[src/rtl/ebc_pkg.sv]
`timescale 1ns/1ps
package ebc_pkg;
   localparam int EBC_DW = 16;
   localparam int EBC_LANE = 8;

   typedef enum logic [2:0] {
      ST_IDLE  = 3'd0,
      ST_ADDR  = 3'd1,
      ST_LATCH = 3'd2,
      ST_STRB1 = 3'd3,
      ST_STRB2 = 3'd4,
      ST_HOLD  = 3'd5,
      ST_FLOAT = 3'd6,
      ST_GRANT = 3'd7
   } ebc_state_t;
endpackage

[src/rtl/ebc_cs_decode.sv]
`timescale 1ns/1ps
module ebc_cs_decode #(
   parameter int AW  = 24,
   parameter int NCS = 3,
   parameter logic [NCS*AW-1:0] CS_BASE = '0,
   parameter logic [NCS*AW-1:0] CS_MASK = '0
) (
   input  logic [AW-1:0]  addr,
   output logic [NCS-1:0] hit
);
   logic [NCS-1:0] raw;

   genvar gi;
   generate
      for (gi = 0; gi < NCS; gi++) begin : g_win
         assign raw[gi] = (((addr ^ CS_BASE[gi*AW +: AW]) & CS_MASK[gi*AW +: AW]) == '0);
         if (gi == 0) begin : g_top
            assign hit[gi] = raw[gi];
         end else begin : g_lower
            assign hit[gi] = raw[gi] & ~(|raw[gi-1:0]);
         end
      end
   endgenerate
endmodule

[src/rtl/ebc_seq.sv]
`timescale 1ns/1ps
module ebc_seq
   import ebc_pkg::*;
#(
   parameter bit WAIT_EN = 1'b1
) (
   input  logic       clk,
   input  logic       rst_n,
   input  logic       req_valid,
   input  logic       breq_n,
   input  logic       wait_n,
   output ebc_state_t state_q,
   output logic       start,
   output logic       strobe_end
);
   ebc_state_t state_d;
   logic       stretch;

   generate
      if (WAIT_EN) begin : g_wait
         assign stretch = ~wait_n;
      end else begin : g_nowait
         logic unused_wait;
         assign unused_wait = wait_n;
         assign stretch = 1'b0;
      end
   endgenerate

   always_comb begin
      state_d = state_q;
      unique case (state_q)
         ST_IDLE:  if (!breq_n)        state_d = ST_FLOAT;
                   else if (req_valid) state_d = ST_ADDR;
         ST_ADDR:  state_d = ST_LATCH;
         ST_LATCH: state_d = ST_STRB1;
         ST_STRB1: state_d = ST_STRB2;
         ST_STRB2: if (!stretch)       state_d = ST_HOLD;
         ST_HOLD:  state_d = ST_IDLE;
         ST_FLOAT: state_d = ST_GRANT;
         ST_GRANT: if (breq_n)         state_d = ST_IDLE;
         default:  state_d = ST_IDLE;
      endcase
   end

   assign start      = (state_q == ST_IDLE) && (state_d == ST_ADDR);
   assign strobe_end = (state_q == ST_STRB2) && (state_d == ST_HOLD);

   always_ff @(posedge clk or negedge rst_n) begin
      if (!rst_n) state_q <= ST_IDLE;
      else        state_q <= state_d;
   end
endmodule

[src/rtl/ebc_cycle_regs.sv]
`timescale 1ns/1ps
module ebc_cycle_regs
   import ebc_pkg::*;
#(
   parameter int AW  = 24,
   parameter int NCS = 3
) (
   input  logic              clk,
   input  logic              rst_n,
   input  logic              start,
   input  logic              strobe_end,
   input  logic [AW-1:0]     req_addr,
   input  logic [EBC_DW-1:0] req_wdata,
   input  logic              req_write,
   input  logic              req_half,
   input  logic [NCS-1:0]    sel_hit,
   input  logic [EBC_DW-1:0] ad_in,
   output logic [AW-1:0]     addr_q,
   output logic [EBC_DW-1:0] wdata_q,
   output logic              write_q,
   output logic              lo_en_q,
   output logic              hi_en_q,
   output logic [NCS-1:0]    sel_q,
   output logic [EBC_DW-1:0] rdata_q
);
   logic              half_q;
   logic [EBC_DW-1:0] lane_d;
   logic [EBC_DW-1:0] rsel_d;

   always_comb begin
      if (req_half) lane_d = req_wdata;
      else          lane_d = {req_wdata[EBC_LANE-1:0], req_wdata[EBC_LANE-1:0]};
   end

   always_comb begin
      if (half_q)         rsel_d = ad_in;
      else if (addr_q[0]) rsel_d = {{EBC_LANE{1'b0}}, ad_in[EBC_DW-1:EBC_LANE]};
      else                rsel_d = {{EBC_LANE{1'b0}}, ad_in[EBC_LANE-1:0]};
   end

   always_ff @(posedge clk or negedge rst_n) begin
      if (!rst_n) begin
         addr_q  <= '0;
         wdata_q <= '0;
         write_q <= 1'b0;
         half_q  <= 1'b0;
         lo_en_q <= 1'b0;
         hi_en_q <= 1'b0;
         sel_q   <= '0;
         rdata_q <= '0;
      end else begin
         if (start) begin
            addr_q  <= req_addr;
            wdata_q <= lane_d;
            write_q <= req_write;
            half_q  <= req_half;
            lo_en_q <= req_half | ~req_addr[0];
            hi_en_q <= req_half |  req_addr[0];
            sel_q   <= sel_hit;
         end
         if (strobe_end && !write_q) rdata_q <= rsel_d;
      end
   end
endmodule

[src/rtl/mux_bus_ctrl.sv]
`timescale 1ns/1ps
module mux_bus_ctrl
   import ebc_pkg::*;
#(
   parameter int AW  = 24,
   parameter int NCS = 3,
   parameter bit WAIT_EN = 1'b1,
   parameter logic [NCS*AW-1:0] CS_BASE = {24'h800000, 24'h000000, 24'h010000},
   parameter logic [NCS*AW-1:0] CS_MASK = {24'h800000, 24'hFC0000, 24'hFF0000}
) (
   input  logic              clk,
   input  logic              rst_n,
   input  logic              req_valid,
   input  logic [AW-1:0]     req_addr,
   input  logic [15:0]       req_wdata,
   input  logic              req_write,
   input  logic              req_half,
   output logic              done,
   output logic [15:0]       rd_data,
   output logic [15:0]       ad_out,
   output logic              ad_oe,
   input  logic [15:0]       ad_in,
   output logic [AW-17:0]    addr_hi,
   output logic              ale,
   output logic              rd_n,
   output logic              wrl_n,
   output logic              wrh_n,
   output logic              rw,
   output logic [NCS-1:0]    cs_n,
   output logic              ctl_oe,
   input  logic              wait_n,
   input  logic              breq_n,
   output logic              back_n
);
   localparam int HIW = AW - EBC_DW;

   generate
      if (AW <= EBC_DW || NCS < 1 || NCS > 8) begin : g_bad_params
         initial $error("mux_bus_ctrl: AW must exceed 16 and NCS must be 1..8");
      end
   endgenerate

   ebc_state_t        state_q;
   logic              start, strobe_end;
   logic [NCS-1:0]    sel_hit, sel_q;
   logic [AW-1:0]     addr_q;
   logic [EBC_DW-1:0] wdata_q, rdata_q;
   logic              write_q, lo_en_q, hi_en_q;
   logic              in_cyc, addr_ph, strb_ph, data_ph;

   ebc_seq #(.WAIT_EN(WAIT_EN)) u_seq (
      .clk(clk), .rst_n(rst_n), .req_valid(req_valid), .breq_n(breq_n),
      .wait_n(wait_n), .state_q(state_q), .start(start), .strobe_end(strobe_end)
   );

   ebc_cs_decode #(.AW(AW), .NCS(NCS), .CS_BASE(CS_BASE), .CS_MASK(CS_MASK)) u_dec (
      .addr(req_addr), .hit(sel_hit)
   );

   ebc_cycle_regs #(.AW(AW), .NCS(NCS)) u_regs (
      .clk(clk), .rst_n(rst_n), .start(start), .strobe_end(strobe_end),
      .req_addr(req_addr), .req_wdata(req_wdata), .req_write(req_write),
      .req_half(req_half), .sel_hit(sel_hit), .ad_in(ad_in),
      .addr_q(addr_q), .wdata_q(wdata_q), .write_q(write_q),
      .lo_en_q(lo_en_q), .hi_en_q(hi_en_q), .sel_q(sel_q), .rdata_q(rdata_q)
   );

   always_comb begin
      addr_ph = (state_q == ST_ADDR) || (state_q == ST_LATCH);
      strb_ph = (state_q == ST_STRB1) || (state_q == ST_STRB2);
      data_ph = strb_ph || (state_q == ST_HOLD);
      in_cyc  = addr_ph || data_ph;

      ctl_oe  = (state_q != ST_FLOAT) && (state_q != ST_GRANT);
      back_n  = (state_q != ST_GRANT);
      ad_oe   = addr_ph || (data_ph && write_q);
      if (addr_ph)                 ad_out = addr_q[EBC_DW-1:0];
      else if (data_ph && write_q) ad_out = wdata_q;
      else                         ad_out = '0;
      addr_hi = addr_q[AW-1:AW-HIW];
      ale     = (state_q == ST_ADDR);
      rd_n    = ~(strb_ph && !write_q);
      wrl_n   = ~(strb_ph && write_q && lo_en_q);
      wrh_n   = ~(strb_ph && write_q && hi_en_q);
      rw      = ~(in_cyc && write_q);
      cs_n    = in_cyc ? ~sel_q : '1;
      done    = (state_q == ST_HOLD);
      rd_data = rdata_q;
   end
endmodule

[config.mk]
export PLATFORM = sky130hd
export DESIGN_NAME = mux_bus_ctrl
export DESIGN_NICKNAME = d
export VERILOG_FILES = /design/src/rtl/ebc_pkg.sv /design/src/rtl/ebc_cs_decode.sv /design/src/rtl/ebc_seq.sv /design/src/rtl/ebc_cycle_regs.sv /design/src/rtl/mux_bus_ctrl.sv
export SDC_FILE = /design/constraint.sdc
export NUM_CORES = 1
export LEC_CHECK = 0
export BUFFER_PORTS_ARGS = -buffer_cell sky130_fd_sc_hd__clkbuf_2
export CORE_ASPECT_RATIO = 0.75
export CORE_MARGIN = 3
export CORE_UTILIZATION = 52
export CTS_BUF_LIST = sky130_fd_sc_hd__clkbuf_4
export CTS_CLUSTER_DIAMETER = 200
export DETAILED_ROUTE_END_ITERATION = 12
export PLACE_DENSITY = 0.83
export SYNTH_ARGS = -nofsm -noshare
export SYNTH_HDL_FRONTEND = slang
export SYNTH_SLANG_ARGS = --single-unit
[constraint.sdc]
create_clock -name clk -period 2.01 [get_ports clk]
set_input_delay 0.3015 -clock clk [delete_from_list [all_inputs] [get_ports clk]]
set_output_delay 0.3015 -clock clk [all_outputs]
set_load 0.01 [all_outputs]
==> summary.txt, run 1 <==
Status
  • Run status: complete, but fails checks
  • Failing checks: setup timing

Floorplanning
  • I/O pins: 115
  • Number of rows in the core area: 24
  • Die Span X: 99.8 um
  • Initial core utilization: 0.563
  • Area of the die: 0.00762 mm^2
  • Die height: 76.3 um
  • Core Footprint: 0.00610 mm^2

Synthesis
  • Post-synth net total: 364
  • Most used DFF post-synth: sky130_fd_sc_hd__dfrtp_1
  • Distinct cell type count after synthesis: 35
  • Synthesized flop and latch total: 66
  • Post-synth EDFFs: 0
  • Cell area after synthesis: 0.00343 mm^2
  • Avg Cell Area, Syn: 11.4 um^2
  • Number of warnings issued by yosys: 0
  • Post-synthesis async set-or-reset flop share: 1.00
  • Share of synthesized area occupied by flip-flops and latches: 0.482
  • Post-Synthesis Cells: 301

Timing
  • Max-slew violations: 0
  • Setup repair after global routing missed its margin: true
  • Crit path setup slack, layout: -0.186 ns
  • Clock period minus worst slack: 2.20 ns
  • Final worst path period share: 1.09
  • Total of endpoints with negative setup slack in the final report: 24
  • Max-Slew Margin vs Limit: 0.717
  • Actual transition at the worst max-transition pin: 0.423 ns
  • Clock Skews: 0.00996 ns
  • Number of failing hold endpoints at the final stage: 0
  • F_max: 455 MHz

Detailed routing
  • Via count normalized by instance count: 5.59
  • Violation count after the first detailed-route iteration: 182
  • Routed wire per std cell: 18.5 um
  • Antenna Nets Post-Route: 0
  • DR vias: 2,827
  • DR pass1 iterations: 4
  • Remaining DRCs: 0
  • Wire length reported by the detailed router: 9.37 mm

Cells and area
  • Final cell area excluding filler cells: 0.00456 mm^2
  • Syn-to-layout area delta: 33.0%
  • Antenna diodes: 0
  • Net total in the final layout: 486
  • Fraction of layout cells with a size suffix above 1: 0.568
  • Fin util: 0.748

CTS
  • Clock sinks: 66
  • CTS tree: done
  • Clock-pin slew of the registers on the worst-case setup and hold paths: 0.10 ns
  • Clock insertion delay at the later pin of the skew report: 0.41 ns
  • Clock buffers created by TritonCTS: 9
  • # H-tree levels: 3
  • Cell at the root of the clock tree: sky130_fd_sc_hd__clkbuf_4
  • Clock tree buffer depth: 2

Setup path
  • Setup CP Type: register to primary output
  • Startpoint Class: register
  • Crit path arrival time: 1.89 ns
  • Max FO, Critical Path: 8
  • CP required: 1.71 ns
  • Type of element capturing the critical path: primary output

Min path
  • Worst Hold Class: primary input to register

Global routing
  • Antenna violations before repair: 0
  • Via count of the first global-routing pass: 2,917
  • First-pass GRT wire length: 14.6 mm
  • GRT Residual Overflow: 0
  • Largest net degree at the start of global routing: 33
  • Overall track demand over capacity in global routing: 0.242

Placed design
  • Area after DPL: 0.00406 mm^2
  • Routability congestion estimate from global placement: 0.932
  • Port buffer count: 114
  • Detailed placement HPWL: 6.52 mm
  • Post-Place Worst Slack: 0.0859 ns

Power and ir drop
  • P_leak: 2.15 nW
  • Maximum VDD drop: 872 uV
  • Power Density: 1700 mW/mm^2
  • Overall Power: 7.75 mW

Flow run
  • Max-cap viol count: 0
[path summary, 6_finish.rpt]
kind,endpoint,slack (ns),from,cells after the start
setup / recovery,ad_out[7],-0.19,u_seq.state_q[1],5
hold / removal,u_regs.addr_q[13],0.12,req_addr[13],2
setup reg to reg,u_regs.addr_q[7],0.02,u_seq.state_q[1],5
hold reg to reg,u_regs.rdata_q[6],0.52,u_regs.rdata_q[6],1
max in group asynchronous,u_regs.wdata_q[13],1.06,rst_n,3
min in group asynchronous,u_regs.wdata_q[5],0.34,rst_n,2
[layer usage]
metal | wire, um | up-vias | GRT usage | part of all wire
li1 | - | 1313 | - | -
met5 | 0 | - | 0 | 0
met2 | 4500 | 125 | 0.383 | 0.48
met1 | 4050 | 1379 | 0.338 | 0.43
met4 | 123 | 0 | 0.0518 | 0.013
met3 | 697 | 10 | 0.0604 | 0.074
[flip-flops by register name, indices dropped and copies added, names as in the netlist, 3 cells and up]
name,flops
u_seq.state_q,3
u_regs.wdata_q,16
u_regs.rdata_q,16
u_regs.addr_q,24
u_regs.sel_q,3
[cell families after synthesis]
logic type             share of synthesized area
buffers and inverters                     0.0744
AO/OA/AOI/OAI                              0.119
multiplexers                               0.233
AND/OR/NAND/NOR                           0.0854
flip-flops                                 0.482
XOR/XNOR                                 0.00730
[layout by cell type (no fill, tap or decap), types with 2 or more instances in the layout]
cell                       instances
sky130_fd_sc_hd__dfrtp_2           2
sky130_fd_sc_hd__nand2_1          17
sky130_fd_sc_hd__mux2_4           23
sky130_fd_sc_hd__nor3_1            2
sky130_fd_sc_hd__buf_8             2
sky130_fd_sc_hd__clkinv_2          3
sky130_fd_sc_hd__clkinv_1          2
sky130_fd_sc_hd__o21ai_4           2
sky130_fd_sc_hd__nand3_2           3
sky130_fd_sc_hd__o21ai_2           3
sky130_fd_sc_hd__dfrtp_1          64
sky130_fd_sc_hd__o21ai_0          32
sky130_fd_sc_hd__buf_4            13
sky130_fd_sc_hd__clkbuf_2         95
sky130_fd_sc_hd__nor2_1            6
sky130_fd_sc_hd__buf_6             7
sky130_fd_sc_hd__nand2b_1          3
sky130_fd_sc_hd__nand3_1          15
sky130_fd_sc_hd__o21ai_1           8
sky130_fd_sc_hd__mux2i_1          16
sky130_fd_sc_hd__nor2b_1           3
sky130_fd_sc_hd__inv_1            10
sky130_fd_sc_hd__buf_12            3
sky130_fd_sc_hd__nand3_4           2
sky130_fd_sc_hd__clkbuf_4          9
sky130_fd_sc_hd__mux2_2           27
sky130_fd_sc_hd__a211oi_2         16
sky130_fd_sc_hd__buf_2            19
[cell usage after synthesis, types with 2 or more instances]
master | number | area [um^2]
sky130_fd_sc_hd__nand3_1 | 20 | 100
sky130_fd_sc_hd__mux2_2 | 30 | 338
sky130_fd_sc_hd__mux2i_1 | 16 | 160
sky130_fd_sc_hd__nand2b_1 | 3 | 18.8
sky130_fd_sc_hd__nand2_1 | 17 | 63.8
sky130_fd_sc_hd__a21oi_1 | 2 | 10.0
sky130_fd_sc_hd__buf_4 | 10 | 75.1
sky130_fd_sc_hd__nor2_1 | 6 | 22.5
sky130_fd_sc_hd__clkbuf_1 | 11 | 41.3
sky130_fd_sc_hd__nor3_1 | 3 | 15.0
sky130_fd_sc_hd__a211oi_1 | 16 | 120
sky130_fd_sc_hd__buf_12 | 2 | 40.0
sky130_fd_sc_hd__nor2b_1 | 3 | 18.8
sky130_fd_sc_hd__mux2_4 | 20 | 300
sky130_fd_sc_hd__dfrtp_1 | 66 | 1650
sky130_fd_sc_hd__inv_1 | 10 | 37.5
sky130_fd_sc_hd__buf_6 | 3 | 33.8
sky130_fd_sc_hd__o21ai_0 | 43 | 215
sky130_fd_sc_hd__buf_2 | 4 | 20.0
[timing repair]
action                     CTS  global route
cloned                       2             1
resized for setup           25            62
setup buffers                1             5
setup endpoints to repair   23            25
hold buffers                 1             0
pin swaps                   19            20
hold endpoints to repair    13             0
[cell type report]
class / instances / area, um^2
well taps: 78 / 97.6
clock buffers: 9 / 67.6
flip-flops and latches: 66 / 1650
repair buffers: 141 / 872
multi-input cells: 194 / 1770
clock inverters: 7 / 60.1
fillers: 419 / 1540
inverters: 11 / 43.8
[critical path: stages (launching register included)]
cell	delay, ns
sky130_fd_sc_hd__dfrtp_2	0.51
sky130_fd_sc_hd__xor2_4	0.28
sky130_fd_sc_hd__clkbuf_16	0.21
sky130_fd_sc_hd__nand3_1	0.11
sky130_fd_sc_hd__a211oi_2	0.21
sky130_fd_sc_hd__buf_2	0.16
[metrics by stage]
stage	hold slack (ns)	setup TNS, ns	cells
floorplan	0.00591	0	301
global placement	0.228	0	480
detailed placement	0.233	0	480
CTS	0.106	-1.74	500
global route	0.0891	-5.01	506
finish	0.120	-2.57	506
[report_power, final]
| group | switching, mW | internal, mW |
|---|---|---|
| registers | 0.507 | 1.96 |
| clock network | 0.480 | 0.364 |
| logic | 2.31 | 2.13 |
| total | 3.30 | 4.46 |
(Power assumes the default switching activity.)
==> inputs of run 2 (changes only) <==
--- a/config.mk
+++ b/config.mk
@@ -8,11 +8,12 @@
 export BUFFER_PORTS_ARGS = -buffer_cell sky130_fd_sc_hd__clkbuf_2
 export CORE_ASPECT_RATIO = 0.75
 export CORE_MARGIN = 3
-export CORE_UTILIZATION = 52
+export CORE_UTILIZATION = 51
 export CTS_BUF_LIST = sky130_fd_sc_hd__clkbuf_4
 export CTS_CLUSTER_DIAMETER = 200
 export DETAILED_ROUTE_END_ITERATION = 12
 export PLACE_DENSITY = 0.83
 export SYNTH_ARGS = -nofsm -noshare
 export SYNTH_HDL_FRONTEND = slang
+export SYNTH_HIERARCHICAL = 1
 export SYNTH_SLANG_ARGS = --single-unit
==> summary.txt, run 2 <==
Status
  • Run status: complete, but fails checks
  • Failing checks: setup timing

Timing
  • Clock period minus worst slack: 2.03 ns (-0.161 ns)
  • Hold_ws: 0.134 ns (+0.0140 ns)
  • Crit path setup slack, layout: -0.0249 ns (+0.161 ns)
  • Actual transition at the worst max-transition pin: 0.390 ns (-0.0328 ns)
  • F_max: 491 MHz (+7.9%)
  • Max-Slew Margin vs Limit: 0.740 (+0.0229)
  • Number of failing hold endpoints at the final stage: 0 (unchanged)
  • Final worst path period share: 1.01 (-0.0801)
  • Clock Skews: 0.0109 ns (+0.000977 ns)
  • Setup repair after global routing missed its margin: true
  • Total of endpoints with negative setup slack in the final report: 16 (-33%)
  • Max-slew violations: 0 (unchanged)

Detailed routing
  • Wire length reported by the detailed router: 7.10 mm (-24%)
  • Remaining DRCs: 0 (unchanged)
  • Via count normalized by instance count: 5.24 (-6.2%)
  • Violation count after the first detailed-route iteration: 118 (-35%)
  • DR pass1 iterations: 4 (unchanged)
  • Routed wire per std cell: 15.4 um (-17%)
  • Antenna Nets Post-Route: 0 (unchanged)
  • DR vias: 2,411 (-15%)

Synthesis
  • Share of synthesized area occupied by flip-flops and latches: 0.526 (+0.0445)
  • Cell accounting for the most synthesized area: sky130_fd_sc_hd__dfrtp_1
  • Avg Cell Area, Syn: 12.1 um^2 (+6.4%)
  • Largest family of logic cells by synthesized area: multiplexers
  • Most used DFF post-synth: sky130_fd_sc_hd__dfrtp_1
  • Distinct cell type count after synthesis: 36 (+2.9%)
  • Leading post-synthesis cells by instance count: sky130_fd_sc_hd__dfrtp_1 (66), sky130_fd_sc_hd__mux2_2 (37), sky130_fd_sc_hd__nand2_1 (29), sky130_fd_sc_hd__mux2i_1 (16), sky130_fd_sc_hd__a22o_2 (15)
  • Post-Synth Adder-Cell Area: 0 (unchanged)
  • Post-synthesis async set-or-reset flop share: 1.00 (unchanged)
  • Cell area after synthesis: 0.00314 mm^2 (-8.5%)
  • Multiplexer share of the synthesized area: 0.184 (-0.0490)
  • Compound-gate portion of the synthesized area: 0.118 (-0.000595)
  • Number of warnings issued by yosys: 6 (+6)
  • Post-synth EDFFs: 0 (unchanged)
  • Post-Synthesis Cells: 259 (-14%)
  • Fraction of post-synthesis cell area in the top cell type by area: 0.526 (+0.0445)
  • Cell with the most instances after synthesis: sky130_fd_sc_hd__dfrtp_1
  • Synthesized flop and latch total: 66 (unchanged)
  • Synthesized-area fraction occupied by and/or/nand/nor cells: 0.115 (+0.0298)
  • Post-synth net total: 322 (-12%)
  • Synth area leaders: sky130_fd_sc_hd__dfrtp_1 (53%), sky130_fd_sc_hd__mux2_2 (13%), sky130_fd_sc_hd__mux2i_1 (5.1%)
  • Post-synthesis share of cell area spent on xor and xnor gates: 0.00279 (-0.00451)

Setup path
  • Destination of the critical timing path: ad_out[2]
  • Length in cells of the worst reg-to-reg path: 5 (unchanged)
  • CP required: 1.71 ns (about the same)
  • Longest individual stage delay on the worst path: 0.41 ns (-0.10 ns)
  • Slowest stage cell, crit path: sky130_fd_sc_hd__dfrtp_1
  • Launch point of the worst path: u_seq/state_q[1]
  • Setup CP Type: register to primary output
  • Startpoint Class: register
  • Cells along the critical path: buf_6 > nand2b_4 > a21boi_4 > buf_12 > a22o_2 > clkbuf_2
  • WP buf/inv: 3 (+1)
  • Startpoint of the lowest-slack register-to-register path: u_seq/state_q[2]
  • Crit path arrival time: 1.73 ns (-0.16 ns)
  • Type of element capturing the critical path: primary output
  • Flop-to-flop setup slack: 0.09 ns (+0.07 ns)
  • Max FO, Critical Path: 16 (+8)
  • Cell family with the largest share of critical-path delay: buffers and inverters
  • Logic depth of the worst path, buffers included: 6 (+1)
  • Crit Reg-Reg Endpoint: u_regs/addr_q[5]

Placed design
  • Count of placed standard cells including taps: 440 (-8.3%)
  • Port buffer count: 114 (unchanged)
  • Routability congestion estimate from global placement: 0.764 (-18%)
  • Area after DPL: 0.00374 mm^2 (-7.7%)
  • Detailed placement HPWL: 5.04 mm (-23%)

Global routing
  • GRT Residual Overflow: 0 (unchanged)
  • Largest net degree at the start of global routing: 67 (+100%)
  • First-pass GRT wire length: 11.5 mm (-21%)
  • Antenna violations before repair: 0 (unchanged)
  • Via count of the first global-routing pass: 2,392 (-18%)
  • Overall track demand over capacity in global routing: 0.215 (-0.0267)

Floorplanning
  • Initial core utilization: 0.533 (-0.0292)
  • Area of the die: 0.00714 mm^2 (-6.2%)
  • Number of rows in the core area: 24 (unchanged)
  • Die Span X: 96.6 um (-3.2%)
  • I/O pins: 115 (unchanged)
  • Die height: 73.9 um (-3.1%)
  • Core Footprint: 0.00589 mm^2 (-3.4%)

Cells and area
  • Largest registers: u_regs/addr_q x24, u_regs/rdata_q x16, u_regs/wdata_q x16
  • Final cell area excluding filler cells: 0.00392 mm^2 (-14%)
  • Fraction of layout cells with a size suffix above 1: 0.534 (-0.0337)
  • Non-Filler Instances: 460 (-9.1%)
  • Syn-to-layout area delta: 25.0%
  • Antenna diodes: 0 (unchanged)
  • Max FFs per register: 24 (unchanged)
  • Most frequent cells in the layout: sky130_fd_sc_hd__clkbuf_2 (113), sky130_fd_sc_hd__dfrtp_1 (65), sky130_fd_sc_hd__mux2_2 (37), sky130_fd_sc_hd__nand2_1 (29), sky130_fd_sc_hd__mux2i_1 (16)
  • Leading cell type in the layout, fill and taps excluded: sky130_fd_sc_hd__clkbuf_2
  • Register with the highest flop count: u_regs/addr_q
  • Net total in the final layout: 441 (-9.3%)

Power and ir drop
  • Maximum VDD drop: 765 uV (-12%)
  • Part of the power in combinational logic: 0.477 (-0.095)
  • Power share of the sequential group: 0.401 (+0.082)
  • Overall Power: 5.88 mW (-24%)
  • Power Density: 1500 mW/mm^2 (-12%)
  • P_leak: 2.00 nW (-7.1%)
  • Clock power frac: 0.123 (+0.014)
  • Fraction of power spent switching nets: 0.377 (-0.0478)
  • Cell Int Power: 3.66 mW (-18%)
  • Net Switching: 2.22 mW (-33%)

CTS
  • Clock tree buffer depth: 2 (unchanged)
  • Clock-pin slew of the registers on the worst-case setup and hold paths: 0.10 ns (about the same)
  • # H-tree levels: 3 (unchanged)
  • Clock insertion delay at the later pin of the skew report: 0.39 ns (-0.02 ns)
  • Clock buffers created by TritonCTS: 9 (unchanged)
  • CTS tree: done
  • Clock sinks: 66 (unchanged)
  • Cell at the root of the clock tree: sky130_fd_sc_hd__clkbuf_4

Min path
  • Cell count of the worst hold path: 2 (unchanged)
  • Worst Hold Class: primary input to register

Flow run
  • Max-cap viol count: 0 (unchanged)
## run 2: changes by cell type in the layout (fill, tap and decap cells not counted), sizes merged, moves of 12 or more
cell    previous run  this run
buf               44        12
mux2              50        37
o21ai             45        22
clkbuf           105       125
a211oi            16         0
a22o               0        16
nand3             20         3
nand2             17        29
## run 2: how the worst min path moves through the flow
stage	start	endpoint	slack, ns
2_1_floorplan	rst_n	u_regs/addr_q[0]	0.006
4_1_cts	req_addr[0]	u_regs/lo_en_q	0.1
3_3_place_gp	rst_n	u_regs/rdata_q[0]	0.35
6_report	req_addr[0]	u_regs/lo_en_q	0.13
3_5_place_dp	rst_n	u_regs/write_q	0.35
5_1_grt	req_addr[12]	u_regs/addr_q[12]	0.08
## run 2: logic make-up after synthesis
family	Yosys count
and+or+nand+nor	64
AOI/OAI and AO/OA	54
muxes	53
xor gates and xnor gates	1
DFF	66
buffers and inverters	21
## run 2: timing repair
| item | 4_1_cts | 5_1_grt |
|---|---|---|
| pin swaps | 0 | 1 |
| setup buffers | 3 | 1 |
| hold buffers | 1 | 0 |
| endpoints found under the setup margin | 20 | 24 |
| gates cloned | 0 | 0 |
| endpoints found under the hold margin | 66 | 0 |
| gates resized for setup | 3 | 2 |
## run 2: through the flow
stage / TNS [ns] / worst slack (ns) / utilization
3_3_place_gp: 0 / 0.222 / 0.636
4_1_cts: -0.638 / -0.0445 / 0.662
2_1_floorplan: 0 / 0.405 / -
5_1_grt: -2.26 / -0.131 / 0.667
6_report: -0.276 / -0.0249 / 0.667
3_5_place_dp: 0 / 0.143 / 0.636
## run 2: layout make-up
class                      count  area [um^2]
multi-input combinational    172         1330
tap                           78         97.6
sequential                    66         1650
fill                         479         1960
clock inverter                 3         17.5
clock buffer                  12         90.1
timing repair buffer         126          721
inverter                       3         11.3
## run 2: power by group through the flow
stage	combinational, mW	clock [mW]	sequential (mW)
detailed placement	2.65	0	2.38
global placement	2.56	0	2.36
global route	3.10	0.821	2.44
finish	2.80	0.720	2.35
CTS	2.74	0.753	2.35
floorplan	1.80	0	2.36
## run 2: worst reg2reg max path, delay by kind of cell, from the launching register on
family	cells	cell delay, ns
muxes	1	0.40
buffers and inverters	2	0.45
DFF	1	0.48
and+or+nand+nor	2	0.48
## run 2: routing by layer
layer	part of all wire	GRT usage	wire (um)
met1	0.43	0.279	3050
met3	0.10	0.0930	744
met5	0	0	0
met4	0.012	0.0669	87
met2	0.45	0.332	3220
